## src/rtl/cfg_chain_pkg.sv

```systemverilog
package cfg_chain_pkg;
   typedef enum logic [1:0] {
      HS_HUNT = 2'd0,
      HS_LEN  = 2'd1,
      HS_BODY = 2'd2
   } hdr_state_t;
endpackage

```

## src/rtl/cfg_hdr_parse.sv

```systemverilog
module cfg_hdr_parse
   import cfg_chain_pkg::*;
#(
   parameter int               LEN_W    = 24,
   parameter int               PRE_W    = 4,
   parameter logic [PRE_W-1:0] PREAMBLE = 4'b0010
) (
   input  logic             clk,
   input  logic             rst_n,
   input  logic             din,
   output logic             in_body,
   output logic [LEN_W-1:0] length
);
   localparam int LCW = $clog2(LEN_W);
   localparam logic [LCW-1:0] LCNT_LAST = LCW'(LEN_W - 1);

   hdr_state_t       st;
   logic [PRE_W-1:0] win;
   logic [PRE_W-1:0] win_nxt;
   logic [LEN_W-1:0] len_q;
   logic [LCW-1:0]   lcnt;

   assign win_nxt = {win[PRE_W-2:0], din};

   always_ff @(posedge clk or negedge rst_n) begin
      if (!rst_n) begin
         st    <= HS_HUNT;
         win   <= '1;
         len_q <= '0;
         lcnt  <= '0;
      end else begin
         case (st)
            HS_HUNT: begin
               win <= win_nxt;
               if (win_nxt == PREAMBLE) begin
                  st   <= HS_LEN;
                  lcnt <= '0;
               end
            end
            HS_LEN: begin
               len_q <= {len_q[LEN_W-2:0], din};
               lcnt  <= lcnt + 1'b1;
               if (lcnt == LCNT_LAST) st <= HS_BODY;
            end
            default: st <= HS_BODY;
         endcase
      end
   end

   assign in_body = (st == HS_BODY);
   assign length  = len_q;
endmodule

```

## src/rtl/cfg_body_track.sv

```systemverilog
module cfg_body_track #(
   parameter int LEN_W    = 24,
   parameter int OWN_BITS = 64
) (
   input  logic             clk,
   input  logic             rst_n,
   input  logic             in_body,
   input  logic [LEN_W-1:0] length,
   output logic             fwd_now,
   output logic             loaded,
   output logic             done
);
   localparam logic [LEN_W-1:0] OWN_C    = LEN_W'(OWN_BITS);
   localparam logic [LEN_W-1:0] OWN_LAST = LEN_W'(OWN_BITS - 1);
   localparam logic [LEN_W-1:0] CNT_MAX  = '1;

   logic [LEN_W-1:0] cnt;
   logic [LEN_W:0]   cnt_inc;

   assign cnt_inc = {1'b0, cnt} + 1'b1;
   assign fwd_now = in_body && (cnt >= OWN_C);

   always_ff @(posedge clk or negedge rst_n) begin
      if (!rst_n) begin
         cnt    <= '0;
         loaded <= 1'b0;
         done   <= 1'b0;
      end else if (in_body) begin
         if (cnt != CNT_MAX) cnt <= cnt + 1'b1;
         if (cnt == OWN_LAST) loaded <= 1'b1;
         if (cnt_inc >= {1'b0, length}) done <= 1'b1;
      end
   end
endmodule

```

## src/rtl/cfg_fwd_retime.sv

```systemverilog
module cfg_fwd_retime #(
   parameter bit FALL_RETIME = 1'b1
) (
   input  logic clk,
   input  logic rst_n,
   input  logic din,
   input  logic fwd_now,
   output logic cap_bit,
   output logic cap_fwd,
   output logic dout
);
   always_ff @(posedge clk or negedge rst_n) begin
      if (!rst_n) begin
         cap_bit <= 1'b1;
         cap_fwd <= 1'b0;
      end else begin
         cap_bit <= din;
         cap_fwd <= fwd_now;
      end
   end

   generate
      if (FALL_RETIME) begin : g_fall
         always_ff @(negedge clk or negedge rst_n) begin
            if (!rst_n) dout <= 1'b1;
            else        dout <= cap_fwd ? cap_bit : 1'b1;
         end
      end else begin : g_rise
         always_ff @(posedge clk or negedge rst_n) begin
            if (!rst_n) dout <= 1'b1;
            else        dout <= cap_fwd ? cap_bit : 1'b1;
         end
      end
   endgenerate
endmodule

```

## src/rtl/cfg_chain_rx.sv

```systemverilog
module cfg_chain_rx #(
   parameter int               LEN_W       = 24,
   parameter int               PRE_W       = 4,
   parameter logic [PRE_W-1:0] PREAMBLE    = 4'b0010,
   parameter int               OWN_BITS    = 64,
   parameter bit               FALL_RETIME = 1'b1
) (
   input  logic cfg_clk,
   input  logic rst_n,
   input  logic ser_in,
   output logic ser_out,
   output logic own_loaded,
   output logic chain_done
);
   initial begin
      assert (LEN_W >= 2 && LEN_W <= 30)
         else $error("cfg_chain_rx: LEN_W out of range");
      assert (PRE_W >= 2 && PRE_W <= LEN_W)
         else $error("cfg_chain_rx: PRE_W out of range");
      assert (PREAMBLE != '1)
         else $error("cfg_chain_rx: start pattern must differ from filler");
      assert (OWN_BITS >= 1 && OWN_BITS < (1 << LEN_W))
         else $error("cfg_chain_rx: OWN_BITS does not fit the counter");
   end

   logic             in_body;
   logic [LEN_W-1:0] length;
   logic             fwd_now;
   logic             cap_bit;
   logic             cap_fwd;

   cfg_hdr_parse #(
      .LEN_W(LEN_W), .PRE_W(PRE_W), .PREAMBLE(PREAMBLE)
   ) u_hdr (
      .clk(cfg_clk), .rst_n(rst_n), .din(ser_in),
      .in_body(in_body), .length(length)
   );

   cfg_body_track #(
      .LEN_W(LEN_W), .OWN_BITS(OWN_BITS)
   ) u_body (
      .clk(cfg_clk), .rst_n(rst_n), .in_body(in_body), .length(length),
      .fwd_now(fwd_now), .loaded(own_loaded), .done(chain_done)
   );

   cfg_fwd_retime #(
      .FALL_RETIME(FALL_RETIME)
   ) u_ret (
      .clk(cfg_clk), .rst_n(rst_n), .din(ser_in), .fwd_now(fwd_now),
      .cap_bit(cap_bit), .cap_fwd(cap_fwd), .dout(ser_out)
   );
endmodule

```

## config.mk

```make
export PLATFORM = sky130hd
export DESIGN_NAME = cfg_chain_rx
export DESIGN_NICKNAME = d
export VERILOG_FILES = /design/src/rtl/cfg_chain_pkg.sv /design/src/rtl/cfg_hdr_parse.sv /design/src/rtl/cfg_body_track.sv /design/src/rtl/cfg_fwd_retime.sv /design/src/rtl/cfg_chain_rx.sv
export SDC_FILE = /design/constraint.sdc
export NUM_CORES = 1
export LEC_CHECK = 0
export ABC_CLOCK_PERIOD_IN_PS = 3050
export CAP_MARGIN = 30
export CORE_MARGIN = 1
export CORE_UTILIZATION = 30
export CTS_CLUSTER_SIZE = 10
export DETAILED_ROUTE_END_ITERATION = 12
export GPL_TIMING_DRIVEN = 0
export PLACE_DENSITY_LB_ADDON = 0.2
export SLEW_MARGIN = 40
export SYNTH_ARGS = -nofsm -noshare
export SYNTH_HDL_FRONTEND = slang
export SYNTH_SLANG_ARGS = --single-unit
```

## constraint.sdc

```tcl
create_clock -name cfg_clk -period 3.05 [get_ports cfg_clk]
set_clock_uncertainty 0.1 [all_clocks]
set_input_delay 0.4575 -clock cfg_clk [delete_from_list [all_inputs] [get_ports cfg_clk]]
set_output_delay 0.4575 -clock cfg_clk [all_outputs]
set_load 0.01 [all_outputs]
```

==> results of run 1 <==
-- cell type report --
class	instances	area share, %
plain buffers	13	1.744
flip-flops and latches	63	37.45
inverters	28	2.483
multi-input cells	262	42.48
well taps	143	4.227
clock buffers	13	7.419
repair buffers	17	3.724
clock inverters	4	0.4730
-- logic make-up after synthesis --
group                    share of synthesized area (%)
XOR/XNOR                                         11.71
multiplexers                                    0.9611
flip-flops                                       45.03
adder cells (fa/ha/maj)                          9.612
AND/OR/NAND/NOR                                  18.37
AO/OA/AOI/OAI                                    8.971
buffers and inverters                            5.340
-- timing repair --
item                                    in CTS  in global routing
hold buffers                                 1                  0
pin swaps                                    3                  6
gates resized for setup                     10                 12
setup buffers                                3                  7
endpoints found under the hold margin       25                  0
endpoints found under the setup margin       2                  2
-- power groups by stage --
stage / clock, mW / sequential, mW / combinational (mW)
after detailed placement: 0.00410 / 0.877 / 0.0647
after CTS: 1.13 / 0.863 / 0.0658
after floorplan: 0.00410 / 0.875 / 0.0309
final: 1.12 / 0.863 / 0.0637
after global placement: 0.00410 / 0.877 / 0.0590
after global routing: 1.18 / 0.864 / 0.0759
-- layer usage --
| layer | wire length (um) | vias up |
|---|---|---|
| li1 | - | 1304 |
| met1 | 3853 | 1229 |
| met2 | 3254 | 27 |
| met3 | 194 | 9 |
| met4 | 132 | 0 |
| met5 | 0 | - |
-- sequential cells by signal (all words and copies together), names as in the netlist --
register and count:
u_hdr.lcnt 5, u_body.loaded 1, u_body.done 1, u_body.cnt 24
u_ret.dout 1, u_ret.cap_bit 1, u_hdr.length 24, u_hdr.st 2
u_ret.cap_fwd 1, u_hdr.win 3
-- how the worst min path moves through the flow --
stage	start	slack [ns]	to	cells past startpoint
after floorplan	rst_n	0.06	u_body.cnt[0]$_DFFE_PN0P_	0
after detailed placement	rst_n	0.24	u_hdr.length[20]$_DFFE_PN0P_	1
after global routing	u_hdr.length[21]$_DFFE_PN0P_	0.40	u_hdr.length[22]$_DFFE_PN0P_	2
final	u_hdr.length[21]$_DFFE_PN0P_	0.37	u_hdr.length[22]$_DFFE_PN0P_	2
after CTS	u_hdr.length[21]$_DFFE_PN0P_	0.38	u_hdr.length[22]$_DFFE_PN0P_	2
after global placement	u_hdr.length[10]$_DFFE_PN0P_	0.36	u_hdr.length[11]$_DFFE_PN0P_	2
-- per-stage QoR --
step                hold slack [ns]  setup TNS, ns  power [mW]
floorplan                   0.06191              0      0.9099
global placement             0.3629         -49.85      0.9402
detailed placement           0.2403        -0.3495      0.9456
CTS                          0.3777       -0.03049       2.061
global route                 0.4022        -0.1030       2.124
finish                       0.3744       -0.02462       2.043
-- cell usage after synthesis --
cell type	instances
nor4_1	5
ha_1	27
a21o_1	3
xnor2_1	17
o41ai_4	1
a31oi_1	2
xor2_1	30
nor2b_1	2
nor3_2	1
nand2_1	48
nor2_1	27
buf_6	2
buf_2	2
o41ai_1	1
nand3_1	10
o21ai_0	30
nand2_2	1
dfrtp_1	58
and4_1	1
mux2_2	3
nand4_1	12
or4_1	1
clkbuf_4	1
buf_4	1
and2_2	1
and3_1	4
clkbuf_2	1
a2111oi_0	1
a21oi_1	8
and4b_1	2
nor3_1	13
o211ai_1	1
or4_4	1
nand4b_1	1
a221oi_1	1
a41o_1	1
dfstp_2	5
a211oi_1	1
nand2b_1	4
o41a_1	1
inv_1	29
clkbuf_1	7
==> metrics.md, run 1 <==
| Metric | Value |
|---|---|
| Via-per-instance ratio | 4.731 |
| Leading post-synthesis cells by cell area | dfrtp_1 (41%), ha_1 (9.6%), xor2_1 (7.5%) |
| Synth cell types | 42 |
| Filler cell count | around 1,200 |
| Place WS | -0.3044 ns |
| Status | finished with violations |
| Post-synth top area cell | dfrtp_1 |
| Initial Util | between 30% and 40% |
| Synthesized netlist cell count | between 300 and 400 |
| Startpoint Class | flop |
| Synth-to-Final Area Change | 20.43% |
| Worst Path Buf+Inv | 1 |
| Net Sw Frac | between 20% and 30% |
| CP Max Fanout | 1 |
| Routed len/inst | about 14 um |
| Post-DP HPWL | approximately 5.3 mm |
| RSZ-0062 raised after global routing | true |
| Top Usage Layer GRT | met2 |
| Sequential power share | roughly 42% |
| M3 GR Usage | under 10% |
| DIE AREA | roughly 0.012 mm^2 |
| Worst reg-to-reg setup slack | roughly 0.090 ns |
| Critical path class | flop to output port |
| Rel. slew slack | 46.76% |
| R2R cell count | 11 |
| Yosys top cell area share | around two fifths |
| H-tree Lvls | 3 |
| Initial antenna violation count | 0 |
| Initial DRC Count | between 100 and 150 |
| Worst IR drop on VDD | between 0.2 and 0.3 mV |
| Lkg Pwr | ~2.1 nW |
| Crit path from | u_ret.dout$_DFF_NN1_ |
| Cell Chain, Critical Path | buf_6 |
| Longest Clk Path Bufs | 2 |
| ANT nets after route | 0 |
| Met2 Use GR | around 20% |
| First-pass GRT wire length | 12.31 mm |
| Share of cells above drive strength 1 | between 10 and 15% |
| Worst min path class | flop to flop |
| Final #Nets | around 430 |
| Fin area | 0.004233 mm^2 |
| Largest net degree at the start of global routing | 39 |
| Clk sinks | 63 |
| Synthesized Nets | slightly below 400 |
| End of the critical path | ser_out |
| Avg Inst Size Synth | between 9 and 10 um^2 |
| Synthesis-stage register bit count | 63 |
| Worst Setup End Kind | output port |
| Placed Area | around 0.0038 mm^2 |
| Die width | about 110 um |
| N_diodes | 0 |
| Total vias in the final route | approximately 2,600 |
| M1 GR Usage | between 10% and 20% |
| Worst-Skew Late Latency | between 0.3 and 0.4 ns |
| Worst-path clk slew | 0.05 ns |
| Yosys Warn Count | 0 |
| Worst Tran Pin Value | around 0.79 ns |
| Internal power | approximately 1.6 mW |
| Clk pwr share | around 55% |
| Storage element area | between 0.0015 and 0.002 mm^2 |
| Max-cap violations | 0 |
| Core area | 0.01142 mm^2 |
| Power Dens Cells | between 400 and 500 mW/mm^2 |
| Fin util | between 30% and 40% |
| Slowest-stage cell, CP | dfstp_2 |
| Critical Path Max Stage Delay | approximately 0.5 ns |
| Vert. Die Dim | between 100 and 150 um |
| Num CTS Buffers | 9 |
| Final std cells w/o fill | roughly 540 |
| Delay-heaviest family, CP | flip-flops |
| Multi-input logic area | between 0.0015 and 0.002 mm^2 |
| Worst Slack Setup Final | -0.02462 ns |
| Reg2Reg Capture Point | u_body.done$_DFFE_PN0P_ |
| Post-Syn Area | about 0.0035 mm^2 |
| Psw | 0.4452 mW |
| GPL Wtd Cong | slightly above 0.8 |
| Post-detailed-routing wire length | ~7.4 mm |
| Root Buffer Master | clkbuf_16 |
| Port bufs | 5 |
| # IOs | 6 |
| Num rows | 39 |
| Most frequent cells in the layout | dfrtp_1 (56), nand2_1 (48), inv_1 (30), xor2_1 (30), o21ai_0 (30) |
| Failing checks | negative setup slack |
| Max-slew violations | 0 |
| Total GRT Usage | between 10% and 20% |
| Gate power share | about 3.1% |
| CTS tree | done |
| Sequential fraction of the synthesis area | 45.03% |
| DRC | 0 |
| First-pass DRT Iterations | 4 |
| Gr ovfl total | 0 |
| Critical path depth in cells | 1 |
| Commonest non-fill, non-tap cell in the layout | dfrtp_1 |
| Hold Fails Final Rpt | 0 |
| FF-to-FF Start | u_body.cnt[10]$_DFFE_PN0P_ |
| Placed cell count | between 500 and 600 |
| Worst EP required | ~2.5 ns |
| Worst Path Arrival | approximately 2.5 ns |
| Final setup fails | 1 |
| Via count of the first global-routing pass | between 2,000 and 2,500 |
Power figures use the tool's default switching activity.
==> run 2, diff against run 1 <==
--- a/config.mk
+++ b/config.mk
@@ -6,7 +6,6 @@
 export NUM_CORES = 1
 export LEC_CHECK = 0
 export ABC_CLOCK_PERIOD_IN_PS = 3050
-export CAP_MARGIN = 30
 export CORE_MARGIN = 1
 export CORE_UTILIZATION = 30
 export CTS_CLUSTER_SIZE = 10
==> results of run 2 <==
No change in the layout: final DEF, timing and power equal those of run 1.
